===== src/rtl/xc_pkg.sv =====
package xc_pkg;
  typedef enum logic [1:0] {
    XC_OP_IDLE  = 2'd0,
    XC_OP_FILL  = 2'd1,
    XC_OP_INV   = 2'd2,
    XC_OP_FLUSH = 2'd3
  } xc_op_e;

  // Maintenance priority: flush over page invalidate over fill.
  function automatic xc_op_e xc_decode(input logic flush, input logic inv, input logic fill);
    if (flush)     return XC_OP_FLUSH;
    else if (inv)  return XC_OP_INV;
    else if (fill) return XC_OP_FILL;
    else           return XC_OP_IDLE;
  endfunction
endpackage


===== src/rtl/xc_cam.sv =====
module xc_cam #(
  parameter int N         = 4,
  parameter int VPN_W     = 20,
  parameter int ASID_W    = 8,
  parameter bit MATCH_TAG = 1'b1
) (
  input  logic [N-1:0]             valid,
  input  logic [N-1:0][VPN_W-1:0]  vpn,
  input  logic [N-1:0][ASID_W-1:0] asid,
  input  logic [VPN_W-1:0]         key_vpn,
  input  logic [ASID_W-1:0]        key_asid,
  output logic [N-1:0]             match
);
  for (genvar i = 0; i < N; i++) begin : g_cmp
    logic tag_eq;
    assign tag_eq   = (asid[i] == key_asid) | ~MATCH_TAG;
    assign match[i] = valid[i] & (vpn[i] == key_vpn) & tag_eq;
  end
endmodule


===== src/rtl/xc_lru.sv =====
module xc_lru #(
  parameter int N     = 4,
  parameter int IDX_W = (N > 1) ? $clog2(N) : 1
) (
  input  logic             clk,
  input  logic             rst_n,
  input  logic             touch_en,
  input  logic [IDX_W-1:0] touch_idx,
  output logic [IDX_W-1:0] lru_idx
);
  // rank 0 = most recent, rank N-1 = least recent; ranks form a permutation
  logic [N-1:0][IDX_W-1:0] rank_q;
  logic [N-1:0]            oldest_vec;

  always_ff @(posedge clk) begin
    if (!rst_n) begin
      for (int i = 0; i < N; i++) rank_q[i] <= IDX_W'(i);
    end else if (touch_en) begin
      for (int i = 0; i < N; i++) begin
        if (IDX_W'(i) == touch_idx)           rank_q[i] <= '0;
        else if (rank_q[i] < rank_q[touch_idx]) rank_q[i] <= rank_q[i] + 1'b1;
      end
    end
  end

  for (genvar i = 0; i < N; i++) begin : g_old
    assign oldest_vec[i] = (rank_q[i] == IDX_W'(N - 1));
  end

  always_comb begin
    lru_idx = '0;
    for (int i = 0; i < N; i++) if (oldest_vec[i]) lru_idx = IDX_W'(i);
  end

  // exactly one slot holds the oldest rank at all times
  a_r5_one_oldest: assert property (@(posedge clk) disable iff (!rst_n)
    $onehot(oldest_vec));

  // a touched slot is never the oldest in the following cycle (N > 1)
  a_r6_touch_not_oldest: assert property (@(posedge clk) disable iff (!rst_n)
    touch_en |=> (lru_idx != $past(touch_idx)));
endmodule


===== src/rtl/xlate_cache.sv =====
module xlate_cache #(
  parameter int N      = 4,
  parameter int VPN_W  = 20,
  parameter int PFN_W  = 20,
  parameter int ASID_W = 8
) (
  input  logic              clk,
  input  logic              rst_n,
  input  logic              lk_valid,
  input  logic [VPN_W-1:0]  lk_vpn,
  input  logic [ASID_W-1:0] lk_asid,
  output logic              lk_hit,
  output logic [PFN_W-1:0]  lk_pfn,
  input  logic              fill_valid,
  input  logic [VPN_W-1:0]  fill_vpn,
  input  logic [ASID_W-1:0] fill_asid,
  input  logic [PFN_W-1:0]  fill_pfn,
  input  logic              inv_valid,
  input  logic [VPN_W-1:0]  inv_vpn,
  input  logic              flush_all
);
  import xc_pkg::*;

  localparam int IDX_W = (N > 1) ? $clog2(N) : 1;

  logic [N-1:0]             valid_q;
  logic [N-1:0][VPN_W-1:0]  vpn_q;
  logic [N-1:0][ASID_W-1:0] asid_q;
  logic [N-1:0][PFN_W-1:0]  pfn_q;

  // Named internal events
  logic [N-1:0]     lk_match, dup_match, inv_match;
  logic             lk_any, dup_any, cache_full, fill_do;
  logic [IDX_W-1:0] lk_idx, fill_idx, lru_idx, touch_idx;
  logic             touch_en;
  logic [PFN_W-1:0] lk_pfn_sel;
  xc_op_e           op;

  function automatic logic [IDX_W-1:0] f_encode(input logic [N-1:0] v);
    logic [IDX_W-1:0] r = '0;
    for (int i = 0; i < N; i++) if (v[i]) r = IDX_W'(i);
    return r;
  endfunction

  function automatic logic [IDX_W-1:0] f_lowest(input logic [N-1:0] v);
    logic [IDX_W-1:0] r = '0;
    for (int i = N - 1; i >= 0; i--) if (v[i]) r = IDX_W'(i);
    return r;
  endfunction

  xc_cam #(.N(N), .VPN_W(VPN_W), .ASID_W(ASID_W), .MATCH_TAG(1'b1)) u_cam_lk (
    .valid(valid_q), .vpn(vpn_q), .asid(asid_q),
    .key_vpn(lk_vpn), .key_asid(lk_asid), .match(lk_match));

  xc_cam #(.N(N), .VPN_W(VPN_W), .ASID_W(ASID_W), .MATCH_TAG(1'b1)) u_cam_dup (
    .valid(valid_q), .vpn(vpn_q), .asid(asid_q),
    .key_vpn(fill_vpn), .key_asid(fill_asid), .match(dup_match));

  xc_cam #(.N(N), .VPN_W(VPN_W), .ASID_W(ASID_W), .MATCH_TAG(1'b0)) u_cam_inv (
    .valid(valid_q), .vpn(vpn_q), .asid(asid_q),
    .key_vpn(inv_vpn), .key_asid(lk_asid), .match(inv_match));

  xc_lru #(.N(N), .IDX_W(IDX_W)) u_lru (
    .clk(clk), .rst_n(rst_n), .touch_en(touch_en),
    .touch_idx(touch_idx), .lru_idx(lru_idx));

  assign op         = xc_decode(flush_all, inv_valid, fill_valid);
  assign fill_do    = (op == XC_OP_FILL);
  assign lk_any     = |lk_match;
  assign dup_any    = |dup_match;
  assign cache_full = &valid_q;
  assign lk_idx     = f_encode(lk_match);

  always_comb begin
    if (dup_any)          fill_idx = f_encode(dup_match);
    else if (!cache_full) fill_idx = f_lowest(~valid_q);
    else                  fill_idx = lru_idx;
  end

  always_comb begin
    lk_pfn_sel = '0;
    for (int i = 0; i < N; i++) if (lk_match[i]) lk_pfn_sel = lk_pfn_sel | pfn_q[i];
  end

  assign touch_en  = fill_do | (lk_valid & lk_any);
  assign touch_idx = fill_do ? fill_idx : lk_idx;

  always_ff @(posedge clk) begin
    if (!rst_n) begin
      valid_q <= '0;
      vpn_q   <= '0;
      asid_q  <= '0;
      pfn_q   <= '0;
    end else begin
      case (op)
        XC_OP_FLUSH: valid_q <= '0;
        XC_OP_INV:   valid_q <= valid_q & ~inv_match;
        XC_OP_FILL: begin
          valid_q[fill_idx] <= 1'b1;
          vpn_q[fill_idx]   <= fill_vpn;
          asid_q[fill_idx]  <= fill_asid;
          pfn_q[fill_idx]   <= fill_pfn;
        end
        default: ;
      endcase
    end
  end

  always_ff @(posedge clk) begin
    if (!rst_n) begin
      lk_hit <= 1'b0;
      lk_pfn <= '0;
    end else begin
      lk_hit <= lk_valid & lk_any;
      lk_pfn <= (lk_valid & lk_any) ? lk_pfn_sel : '0;
    end
  end

  // no two slots ever hold the same page and identifier
  a_r7_single_match: assert property (@(posedge clk) disable iff (!rst_n)
    $onehot0(lk_match));

  // a flush leaves no valid slot
  a_r9_flush_empty: assert property (@(posedge clk) disable iff (!rst_n)
    flush_all |=> (valid_q == '0));

  // no request, no hit in the next cycle
  a_r2_idle_quiet: assert property (@(posedge clk) disable iff (!rst_n)
    !lk_valid |=> (!lk_hit && lk_pfn == '0));

  // a new translation into a non-full cache adds one valid slot
  a_r4_grow_by_one: assert property (@(posedge clk) disable iff (!rst_n)
    (fill_do && !cache_full && !dup_any) |=>
      ($countones(valid_q) == $countones($past(valid_q)) + 1));

  // a fill beside a page invalidate never adds a slot
  a_r10_fill_blocked: assert property (@(posedge clk) disable iff (!rst_n)
    (fill_valid && inv_valid) |=>
      ($countones(valid_q) <= $countones($past(valid_q))));
endmodule


===== config.mk =====
export PLATFORM = sky130hd
export DESIGN_NAME = xlate_cache
export DESIGN_NICKNAME = d
export VERILOG_FILES = /design/src/rtl/xc_pkg.sv /design/src/rtl/xc_cam.sv /design/src/rtl/xc_lru.sv /design/src/rtl/xlate_cache.sv
export SDC_FILE = /design/constraint.sdc
export NUM_CORES = 1
export LEC_CHECK = 0
export BUFFER_PORTS_ARGS = -buffer_cell sky130_fd_sc_hd__buf_2
export CAP_MARGIN = 10
export CORE_MARGIN = 1
export CORE_UTILIZATION = 40
export DETAILED_ROUTE_END_ITERATION = 8
export PLACE_DENSITY = 0.6
export SLEW_MARGIN = 25
export SYNTH_ARGS = -nofsm -noshare
export SYNTH_HDL_FRONTEND = slang
export SYNTH_SLANG_ARGS = --single-unit

===== constraint.sdc =====
create_clock -name clk -period 5 [get_ports clk]
set_input_delay 1 -clock clk [delete_from_list [all_inputs] [get_ports clk]]
set_output_delay 1 -clock clk [all_outputs]
set_load 0.02 [all_outputs]

Word-level counts from Yosys, hierarchy flattened --
Cells that the tools add are included. Widths: inputs -> output; s select.
Word-level totals: input port bits 102, word-level logic and storage cells 146, register bits after elaboration 225
Cells by class: $lt $le $gt $ge 7, $add $sub $neg 4, reduce and logical (&&, ||, !) cells 15, bitwise gates (word level) 29, muxes and demuxes 43, eq/ne operators 29
Operators by type and width (number):
- $eq 20x20->1 | 12
- $bwmux 80 | 2
- $mux 20 | 5
- $eq 8x8->1 | 8
- $or 20x20->20 | 3
- $mux 2 | 24
- $demux 20 s2 | 1
- $bwmux 32 | 1
- $and 1x1->1 | 21
- $demux 8 s2 | 1
- $pmux 4 s3 | 1
- $eq 2x2->1 const B | 5
- $reduce_and 2->1 | 5
- $add 2x1->2 const B | 4
- $lt 2x2->1 | 4
- $mux 8 | 1
- $not 4->4 | 2
- $reduce_bool 2->1 | 4
- $reduce_or 4->1 | 2
- $lt 2x3->1 const B | 2
- $mux 1 | 5
- $and 4x4->4 | 1
- $bmux 2 s2 | 1
- $eq 2x2->1 const A | 2
- 10 further kinds | 10

Depth between registers and ports, before layout --
Gate-level depths: netlist of run 1.
depth after elaboration 13, gate-level depth with buffers 16, gate-level depth less buffers 13

Hierarchy --
A second synthesis of run 1 with hierarchy kept.
Second synthesis, totals: cell total of the unflattened synthesis 1336, area, all modules 12084.1 um^2
Modules (own cells, without submodules):
- xlate_cache | cells an instance 834, area an instance 7948.9 um^2, times used 1
- xc_cam at u_cam_dup ... | cells an instance 152, area an instance 1246.2 um^2, times used 2
- xc_cam at u_cam_inv | cells an instance 112, area an instance 910.9 um^2, times used 1
- xc_lru | cells an instance 86, area an instance 732.0 um^2, times used 1

Worst setup path before layout of run 1 --
Ideal clock, no wire load.
kind input port to flip-flop, start input port inv_valid, end register u_lru.rank_q[6] in the netlist's numbering, library setup time 0.137 ns, arrival time 3.793 ns, setup slack 1.070 ns, stages 15, path buffers 3, cell sequence or2_2 -> inv_1 -> ha_1 -> clkbuf_1 -> clkinv_1 -> a41oi_1 -> o211ai_1 -> clkbuf_1 -> o2111ai_1 -> o21ai_1 -> a221o_1 -> buf_6 -> maj3_2 -> o221ai_2 -> o211ai_1
Between the ends: word-level cells in the longest chain between the ends 9, elaborated cells on any way between the ends 12, those cells by class order compare (1); eq/ne (2); mux (6); bitwise (1); reduce/logical (2)
RTL lines:
- start, declared | RTL line xlate_cache.sv:18 | input logic inv_valid,
- $mux 2 (*) | RTL line xc_pkg.sv:12 | else if (inv) return XC_OP_INV;
- $mux 2 (*) | RTL line xc_pkg.sv:11 | if (flush) return XC_OP_FLUSH;
- $eq 2x1->1 (*) | RTL line xlate_cache.sv:68 | assign fill_do = (op == XC_OP_FILL);
- $mux 2 | RTL line xlate_cache.sv:86 | assign touch_idx = fill_do ? fill_idx : lk_idx;
- $bmux 2 s2 | RTL line xc_lru.sv:21 | else if (rank_q[i] < rank_q[touch_idx]) rank_q[i] <= rank_q[i] + 1'b1;
- $mux 2 (implied by the code) | RTL line xc_lru.sv:21
- $lt 2x2->1 | RTL line xc_lru.sv:21
- $reduce_bool 2->1 (no line)
- $reduce_and 2->1 (no line)
- end signal, assigned by index | RTL line xc_lru.sv:20 | if (IDX_W'(i) == touch_idx) rank_q[i] <= '0;
- end, declared | RTL line xc_lru.sv:12 | logic [N-1:0][IDX_W-1:0] rank_q;
Every way passes the cells marked *; elsewhere a longest branch is shown, timed or not. The select of a mux whose other input is x is not followed. A chain may end at the register's enable or synchronous reset.

Worst setup path in the final report of run 1 --
start input port fill_vpn[17], end register u_lru.rank_q[6] in the netlist's numbering
Between the ends: word-level cells in the longest chain between the ends 13, elaborated cells on any way between the ends 25, those cells by class order compare (1); eq/ne (5); mux (8); bitwise (8); reduce/logical (3)
RTL lines:
- start, declared | RTL line xlate_cache.sv:15 | input logic [VPN_W-1:0] fill_vpn,
- $eq 20x20->1 | RTL line xc_cam.sv:17 | assign match[i] = valid[i] & (vpn[i] == key_vpn) & tag_eq;
- $and 1x1->1 (2 in a row) | RTL line xc_cam.sv:17
- $mux 1 | RTL line xlate_cache.sv:41 | for (int i = 0; i < N; i++) if (v[i]) r = IDX_W'(i);
- $mux 2 (2 in a row) | RTL line xlate_cache.sv:41
- $mux 2 (*) | RTL line xlate_cache.sv:75 | if (dup_any) fill_idx = f_encode(dup_match);
- $mux 2 (*) | RTL line xlate_cache.sv:86
- $bmux 2 s2 | RTL line xc_lru.sv:21
- $mux 2 (implied by the code) | RTL line xc_lru.sv:21
- $lt 2x2->1 | RTL line xc_lru.sv:21
- $reduce_bool 2->1 (no line)
- $reduce_and 2->1 (no line)
Marks and branches as above.

==> results of run 1 <==
-- through the flow --
stage | setup slack (ns) | util
detailed placement | 0.639 | 0.440
CTS | 1.18 | 0.466
global route | 0.976 | 0.466
global placement | 0.626 | 0.440
finish | 1.15 | 0.466
floorplan | 1.07 | -
-- layout make-up --
type,count,area [um^2],area share
clock inverters,9,90.1,0.00649
inverters,15,61.3,0.00441
diodes,1,2.50,0.000180
well taps,390,488,0.0351
repair buffers,142,798,0.0575
clock buffers,36,697,0.0502
multi-input cells,994,7250,0.522
flip-flops and latches,225,4500,0.324
-- worst min-delay path by stage --
stage | start | to | depth (start not counted)
2_1_floorplan | pfn_q[10] | pfn_q[10] | 2
3_3_place_gp | pfn_q[13] | pfn_q[13] | 2
3_5_place_dp | pfn_q[5] | pfn_q[5] | 2
4_1_cts | pfn_q[2] | pfn_q[2] | 2
5_1_grt | pfn_q[19] | pfn_q[19] | 2
6_report | pfn_q[2] | pfn_q[2] | 2
-- layout by cell type (no fill, tap or decap), drive strengths merged, types with 6 or more instances in the layout --
| cell type | Yosys | routed |
|---|---|---|
| xnor2 | 126 | 126 |
| clkinv | 1 | 7 |
| ha | 6 | 6 |
| nor3 | 9 | 9 |
| nor4 | 48 | 48 |
| buf | 46 | 142 |
| a22oi | 42 | 42 |
| nand4 | 37 | 37 |
| o21ai | 10 | 10 |
| mux2i | 172 | 172 |
| a21oi | 55 | 55 |
| dfxtp | 225 | 225 |
| xor2 | 178 | 178 |
| clkbuf | 48 | 36 |
| nand2 | 55 | 55 |
| inv | 14 | 14 |
| o211ai | 6 | 6 |
| nor2 | 185 | 185 |
| nand3 | 14 | 14 |
-- cells by family after synthesis --
group / count (synthesis) / share of synthesized area
AND/OR/NAND/NOR: 365 / 0.140
XOR/XNOR: 304 / 0.219
flip-flops: 225 / 0.370
multiplexers: 172 / 0.141
AO/OA/AOI/OAI: 143 / 0.0821
buffers and inverters: 109 / 0.0388
adder cells (fa/ha/maj): 10 / 0.00955
-- where the power goes --
group / switching [mW] / internal (mW)
registers: 0.00925 / 1.80
clock network: 0.765 / 1.02
logic: 0.244 / 0.129
-- state kept, by name (all words and copies together), names as in the netlist --
register	flops
u_lru.rank_q	8
valid_q	4
pfn_q	80
lk_pfn	20
asid_q	32
vpn_q	80
lk_hit	1
-- metal layers --
layer	routed length, um	global-route usage	vias to the layer above
met5	0	0	-
met4	1490	0.0984	0
met3	2960	0.0334	77
met2	16900	0.375	394
met1	18500	0.374	4793
li1	-	-	4694
-- critical path, cell delays in order --
cell	delay, ns
sky130_fd_sc_hd__buf_2	0.18
sky130_fd_sc_hd__xnor2_1	0.38
sky130_fd_sc_hd__nand4_1	0.23
sky130_fd_sc_hd__nor4_1	0.44
sky130_fd_sc_hd__buf_4	0.21
sky130_fd_sc_hd__nand4_1	0.21
sky130_fd_sc_hd__o311a_4	0.26
sky130_fd_sc_hd__a22oi_4	0.22
sky130_fd_sc_hd__o21ai_1	0.13
sky130_fd_sc_hd__a221o_1	0.40
sky130_fd_sc_hd__maj3_2	0.34
sky130_fd_sc_hd__o221ai_2	0.15
sky130_fd_sc_hd__o211ai_1	0.10
==> reports/results.tsv, run 1 <==
stage	metric	value	unit
worst_setup_path	reg2reg path depth	12	
place	DPL Wire Length	29.7	mm
floorplanning	die height	177	um
sta	final period utilization	0.771	
logic_synthesis	cell type with the largest total area after synthesis	sky130_fd_sc_hd__dfxtp_1	
final_layout	Post-Layout Inst Area	13900	um^2
final_layout	synthesis-to-layout area growth	14.0	%
drt	Starting DRT DRC Count	968	
logic_synthesis	top post-synthesis cells by area	sky130_fd_sc_hd__dfxtp_1 37%, sky130_fd_sc_hd__mux2i_1 14%, sky130_fd_sc_hd__xor2_1 13%	
drt	vias per cell	5.50	
clock_network	TritonCTS clock tree	done	
worst_setup_path	Critical Path Fanout Max	9	
floorplanning	overall die width	177	um
logic_synthesis	post-synthesis area per instance	9.17	um^2
clock_network	count of hold-fix buffers inserted at cts	0	
place	I/O Buffers	122	
floorplanning	Boundary Pins	123	
power_and_ir_drop	maximum vdd ir drop	0.186	mV
clock_network	maximum level of the CTS H-tree	1	
grt	global-route wire length before repair	59.7	mm
worst_setup_path	startpoint kind of the worst setup timing path	input port	
sta	headroom to the max-slew limit	0.311	
logic_synthesis	gate count of the mapped netlist	1328	
clock_network	Clock Sinks	225	
drt	Avg WL per Cell	22.0	um
drt	DRT antenna net count	0	
grt	pin count of the biggest net entering global routing	136	
final_layout	Fillers	2920	
power_and_ir_drop	PnR Total Power	3.97	mW
logic_synthesis	sequential share of the synthesized area	0.370	
sta	Worst-Margin Slew	1.03	ns
worst_hold_path	class of the tightest hold or removal check	flip-flop to flip-flop	
place	Placed Cells incl. Taps	1766	
clock_network	number of cells upsized or downsized after cts	0	
drt	detailed-router iteration count before antenna repair	5	
clock_network	Root Driver	sky130_fd_sc_hd__clkbuf_16	
floorplanning	core box area	29800	um^2
worst_setup_path	Register-to-Register Setup Slack	1.36	ns
clock_network	Setup Buffers After CTS	0	
grt	overall routing resource usage	0.255	
final_layout	proportion of layout cells with a drive suffix above 1	0.142	
power_and_ir_drop	Leakage	6.24	nW
worst_setup_path	crit path launch	fill_vpn[17]	
worst_setup_path	worst endpoint data arrival time	4.27	ns
power_and_ir_drop	power per cell area	286	nW/um^2
clock_network	number of buffers on the longest clock path	3	
sta	setup repair after global routing missed its margin	no	
final_layout	fin cells	1812	
drt	WL final	39.9	mm
worst_setup_path	origin of the critical flop-to-flop path	vpn_q[72]	
floorplanning	total die area	31200	um^2
final_layout	net count reported at finish	1511	
sta	Max Slew Vio Count	0	
grt	initial antenna violation count	1	
grt	vias in the first global route	9435	
sta	max frequency	259	MHz
logic_synthesis	area share of the largest cell type after synthesis	0.370	
clock_network	cts bufs inserted	25	
logic_synthesis	total nets after synthesis	1436	
sta	number of failing setup endpoints in the final timing report	0	
logic_synthesis	predominant post-synthesis flop cell	sky130_fd_sc_hd__dfxtp_1	
sta	Final Hold Viols	0	
logic_synthesis	Post-synth EDFFs	0	
worst_setup_path	Data required, critical path	5.42	ns
run	max-cap violation count	0	
worst_setup_path	Reg2Reg Capture Point	u_lru.rank_q[6]	
outcome	outcome	finished clean	
logic_synthesis	total of flip-flops plus latches after synthesis	225	
sta	sum of negative setup slack	0	ns
logic_synthesis	synth unique cells	58	
logic_synthesis	warnings from Yosys	0	
grt	Congestion Overflow GR	0	
place	gp weighted congestion	1.06	
clock_network	Clock Pin Slew Worst Setup and Hold Paths	0.06	ns
drt	post-detailed-route DRC marker count	0	
clock_network	clock insertion delay at the later pin of the skew report	0.55	ns
sta	Hold Slack	0.455	ns
logic_synthesis	Syn Std Cell Area	12200	um^2
floorplanning	initial cell density of the core	0.409	
logic_synthesis	Post-synth top cells	225 x sky130_fd_sc_hd__dfxtp_1, 185 x sky130_fd_sc_hd__nor2_1, 178 x sky130_fd_sc_hd__xor2_1, 172 x sky130_fd_sc_hd__mux2i_1, 126 x sky130_fd_sc_hd__xnor2_1	
floorplanning	number of rows in the core area	63	
logic_synthesis	most frequent cell after synthesis	sky130_fd_sc_hd__dfxtp_1	
logic_synthesis	Synth async-reset ratio	0	
sta	shortest clock period the worst path allows after layout	3.85	ns
worst_setup_path	kind of end point of the critical path	flip-flop	
worst_setup_path	timing endpoint of the critical path	u_lru.rank_q[6]	
worst_setup_path	type of the worst setup path	input port to flip-flop	
drt	vias after detailed routing	9958	
place	placed standard-cell area	13100	um^2
sta	clock tree skew after final layout	0.0145	ns
(Power assumes the default switching activity.)
==> run 2, diff against run 1 <==
--- a/config.mk
+++ b/config.mk
@@ -5,12 +5,13 @@
 export SDC_FILE = /design/constraint.sdc
 export NUM_CORES = 1
 export LEC_CHECK = 0
+export ABC_AREA = 1
 export BUFFER_PORTS_ARGS = -buffer_cell sky130_fd_sc_hd__buf_2
 export CAP_MARGIN = 10
 export CORE_MARGIN = 1
 export CORE_UTILIZATION = 40
 export DETAILED_ROUTE_END_ITERATION = 8
-export PLACE_DENSITY = 0.6
+export PLACE_DENSITY = 0.59
 export SLEW_MARGIN = 25
 export SYNTH_ARGS = -nofsm -noshare
 export SYNTH_HDL_FRONTEND = slang
==> constraint.sdc (replaced) <==
create_clock -name clk -period 3.8 [get_ports clk]
set_input_delay 0.76 -clock clk [delete_from_list [all_inputs] [get_ports clk]]
set_output_delay 0.76 -clock clk [all_outputs]
set_load 0.02 [all_outputs]
==> run 2 against run 1 <==
Power grew 47%. Clock power grew 44%. Register-to-register slack got worse by 0.68 ns. Sequential share of layout area shrank 3.6 points. Setup slack worse by 0.47 ns. Sequential power grew 35%. Wire length grew 80%. Synthesized cell count increased by 59%. Global-route usage up 16 points. Cell count grew 48%. Utilization increased by 0.84 points. Final area is 12% higher. Critical endpoint is now u_lru.rank_q[4]. Largest cell class unchanged. Largest power group is now clock. Highest routed layer is now met5.
==> reports/results.tsv, run 2 <==
stage	metric	value	unit
logic_synthesis	total of flip-flops plus latches after synthesis	225	
floorplanning	core box area	32900	um^2
sta	shortest clock period the worst path allows after layout	3.12	ns
sta	clock tree skew after final layout	0.0161	ns
worst_setup_path	origin of the critical flop-to-flop path	vpn_q[61]	
clock_network	number of cells upsized or downsized after cts	0	
logic_synthesis	Post-synth top cells	497 x sky130_fd_sc_hd__nand2_1, 302 x sky130_fd_sc_hd__nor2_1, 225 x sky130_fd_sc_hd__dfxtp_1, 220 x sky130_fd_sc_hd__o21ai_0, 183 x sky130_fd_sc_hd__inv_1	
clock_network	cts bufs inserted	26	
drt	post-detailed-route DRC marker count	0	
worst_hold_path	WHS Endpoint	pfn_q[64]	
drt	WL final	71.9	mm
clock_network	Clock Sinks	225	
sta	setup repair after global routing missed its margin	no	
grt	vias in the first global route	14241	
grt	pin count of the biggest net entering global routing	199	
worst_hold_path	start point of the worst min-delay path	pfn_q[64]	
logic_synthesis	warnings from Yosys	0	
drt	met1 wire length	30.7	mm
place	I/O Buffers	122	
floorplanning	number of rows in the core area	66	
worst_setup_path	most frequent cell on the critical path	sky130_fd_sc_hd__nand2_1	
final_layout	net count reported at finish	2320	
logic_synthesis	area share of the largest cell type after synthesis	0.333	
logic_synthesis	predominant post-synthesis flop cell	sky130_fd_sc_hd__dfxtp_1	
sta	min setup slack post-route	0.676	ns
drt	detailed-router iteration count before antenna repair	6	
final_layout	synthesis-to-layout area growth	15.4	%
clock_network	Setup Buffers After CTS	0	
clock_network	number of buffers on the longest clock path	3	
worst_setup_path	Reg2Reg Capture Point	u_lru.rank_q[4]	
drt	vias after detailed routing	15658	
logic_synthesis	cell type with the largest total area after synthesis	sky130_fd_sc_hd__dfxtp_1	
sta	final period utilization	0.822	
sta	Hold Slack	0.456	ns
drt	Avg WL per Cell	26.9	um
grt	overall routing resource usage	0.417	
drt	DRT antenna net count	0	
worst_hold_path	hold path cells	2	
worst_setup_path	worst endpoint data arrival time	3.63	ns
final_layout	most frequent standard cell in the layout excluding fill and tap cells	sky130_fd_sc_hd__nand2_1	
place	gp weighted congestion	1.10	
sta	Worst-Margin Slew	0.832	ns
place	DPL Wire Length	56.4	mm
place	Placed Cells incl. Taps	2626	
floorplanning	die height	186	um
worst_setup_path	type of the worst setup path	flip-flop to flip-flop	
final_layout	fin cells	2674	
floorplanning	Boundary Pins	123	
floorplanning	total die area	34500	um^2
logic_synthesis	sequential share of the synthesized area	0.333	
logic_synthesis	Syn Std Cell Area	13500	um^2
worst_setup_path	startpoint kind of the worst setup timing path	flip-flop	
clock_network	count of hold-fix buffers inserted at cts	0	
final_layout	registers with the most flip-flops	pfn_q x80, vpn_q x80, asid_q x32	
sta	max frequency	320	MHz
final_layout	proportion of layout cells with a drive suffix above 1	0.126	
drt	total met3 wirelength after detailed routing	7.05	mm
final_layout	commonest cells after routing, fill and taps aside	495 x sky130_fd_sc_hd__nand2_1, 301 x sky130_fd_sc_hd__nor2_1, 225 x sky130_fd_sc_hd__dfxtp_1, 220 x sky130_fd_sc_hd__o21ai_0, 183 x sky130_fd_sc_hd__inv_1	
grt	initial antenna violation count	2	
clock_network	clock insertion delay at the later pin of the skew report	0.58	ns
floorplanning	initial cell density of the core	0.411	
drt	Starting DRT DRC Count	1972	
worst_setup_path	kind of cell adding the most delay to the critical path	simple AND/OR/NAND/NOR gates	
sta	number of failing setup endpoints in the final timing report	0	
power_and_ir_drop	power per cell area	374	nW/um^2
worst_setup_path	CP Cell Sequence	inv_1 -> nand2_1 -> nand2_1 -> nor4_2 -> nand2_1 -> nor2_1 -> nand2_1 -> nand3_4 -> nand2_4 -> nand3_2 -> nand2_2 -> nor2_4 -> nor2_1 -> nor2_1 -> nand2_1 -> nand3_1 -> nand2_1 -> a21oi_1	
clock_network	Clock Pin Slew Worst Setup and Hold Paths	0.06	ns
sta	headroom to the max-slew limit	0.445	
place	worst slack at placement	0.392	ns
logic_synthesis	post-synthesis area per instance	6.39	um^2
outcome	outcome	finished clean	
worst_setup_path	reg2reg path depth	18	
worst_setup_path	Data required, critical path	4.30	ns
clock_network	TritonCTS clock tree	done	
logic_synthesis	Post-synth EDFFs	0	
grt	global-route wire length before repair	101	mm
floorplanning	overall die width	186	um
worst_setup_path	kind of end point of the critical path	flip-flop	
worst_setup_path	crit path max-delay cell type	sky130_fd_sc_hd__dfxtp_1	
worst_setup_path	buffer and inverter count on the worst path	1	
drt	top metal layer carrying routed signals	met5	
grt	Congestion Overflow GR	0	
logic_synthesis	synth unique cells	49	
drt	DR WL met2	29.8	mm
sta	sum of negative setup slack	0	ns
drt	vias per cell	5.86	
worst_setup_path	Worst path max stage delay	0.59	ns
power_and_ir_drop	Leakage	6.62	nW
run	max-cap violation count	0	
worst_setup_path	Register-to-Register Setup Slack	0.68	ns
logic_synthesis	gate count of the mapped netlist	2115	
logic_synthesis	total nets after synthesis	2223	
clock_network	Root Driver	sky130_fd_sc_hd__clkbuf_16	
worst_setup_path	Critical Path Fanout Max	8	
logic_synthesis	top post-synthesis cells by area	sky130_fd_sc_hd__dfxtp_1 33%, sky130_fd_sc_hd__nand2_1 14%, sky130_fd_sc_hd__nor2_1 8.4%	
worst_hold_path	class of the tightest hold or removal check	flip-flop to flip-flop	
logic_synthesis	most frequent cell after synthesis	sky130_fd_sc_hd__nand2_1	
sta	Final Hold Viols	0	
power_and_ir_drop	maximum vdd ir drop	0.364	mV
logic_synthesis	Synth async-reset ratio	0	
clock_network	maximum level of the CTS H-tree	1	
sta	Max Slew Vio Count	0	
-- run 2: final cells by class --
cell class / count / area [um^2]
antenna: 2 / 5.00
clock buffer: 38 / 736
clock inverter: 8 / 119
fill: 3488 / 17300
inverter: 227 / 852
multi-input combinational: 1569 / 7780
sequential: 225 / 4500
tap: 442 / 553
timing repair buffer: 163 / 1050
-- run 2: logic make-up (layout without fill, tap and decap cells) --
kind of cell,after synthesis,in the layout,synth area share
AO/OA/AOI/OAI,464,464,0.189
AND/OR/NAND/NOR,1000,1000,0.315
other,0,2,0
flip-flops,225,225,0.333
buffers and inverters,321,436,0.0935
XOR/XNOR,99,99,0.0641
adder cells (fa/ha/maj),6,6,0.00555
-- run 2: worst max-delay path by stage --
stage | cells past startpoint | endpoint | slack [ns] | from
detailed placement | 24 | u_lru.rank_q[5] | 0.39 | fill_vpn[12]
finish | 18 | u_lru.rank_q[4] | 0.68 | vpn_q[61]
CTS | 17 | u_lru.rank_q[4] | 0.81 | vpn_q[61]
global placement | 19 | u_lru.rank_q[3] | 0.40 | lk_asid[3]
global route | 23 | u_lru.rank_q[5] | 0.52 | vpn_q[10]
floorplan | 17 | u_lru.rank_q[2] | 1.20 | lk_vpn[0]
-- run 2: metrics by stage --
stage,cell area (um^2),util,power [mW]
CTS,15600,0.474,5.82
detailed placement,14700,0.448,3.27
global route,15600,0.474,5.99
finish,15600,0.474,5.83
floorplan,13500,-,2.89
global placement,14700,0.448,3.27
-- run 2: power by group --
group          switching (mW)  leakage, nW  internal [mW]
Clock                    1.10        0.418           1.48
Combinational           0.576         4.38          0.233
Sequential             0.0477         1.82           2.39
Total                    1.72         6.62           4.11
-- run 2: metal layers --
layer / up-vias / global-route usage
met1: 7361 / 0.568
li1: 7135 / -
met5: - / 0
met3: 169 / 0.0743
met2: 991 / 0.624
met4: 2 / 0.215
-- run 2: worst register-to-register path, delay by kind of cell, from the launching register on --
kind	cells	cell delay [ns]
AO/OA/AOI/OAI	1	0.13
buffers and inverters	1	0.27
flip-flops	1	0.59
AND/OR/NAND/NOR	16	2.06
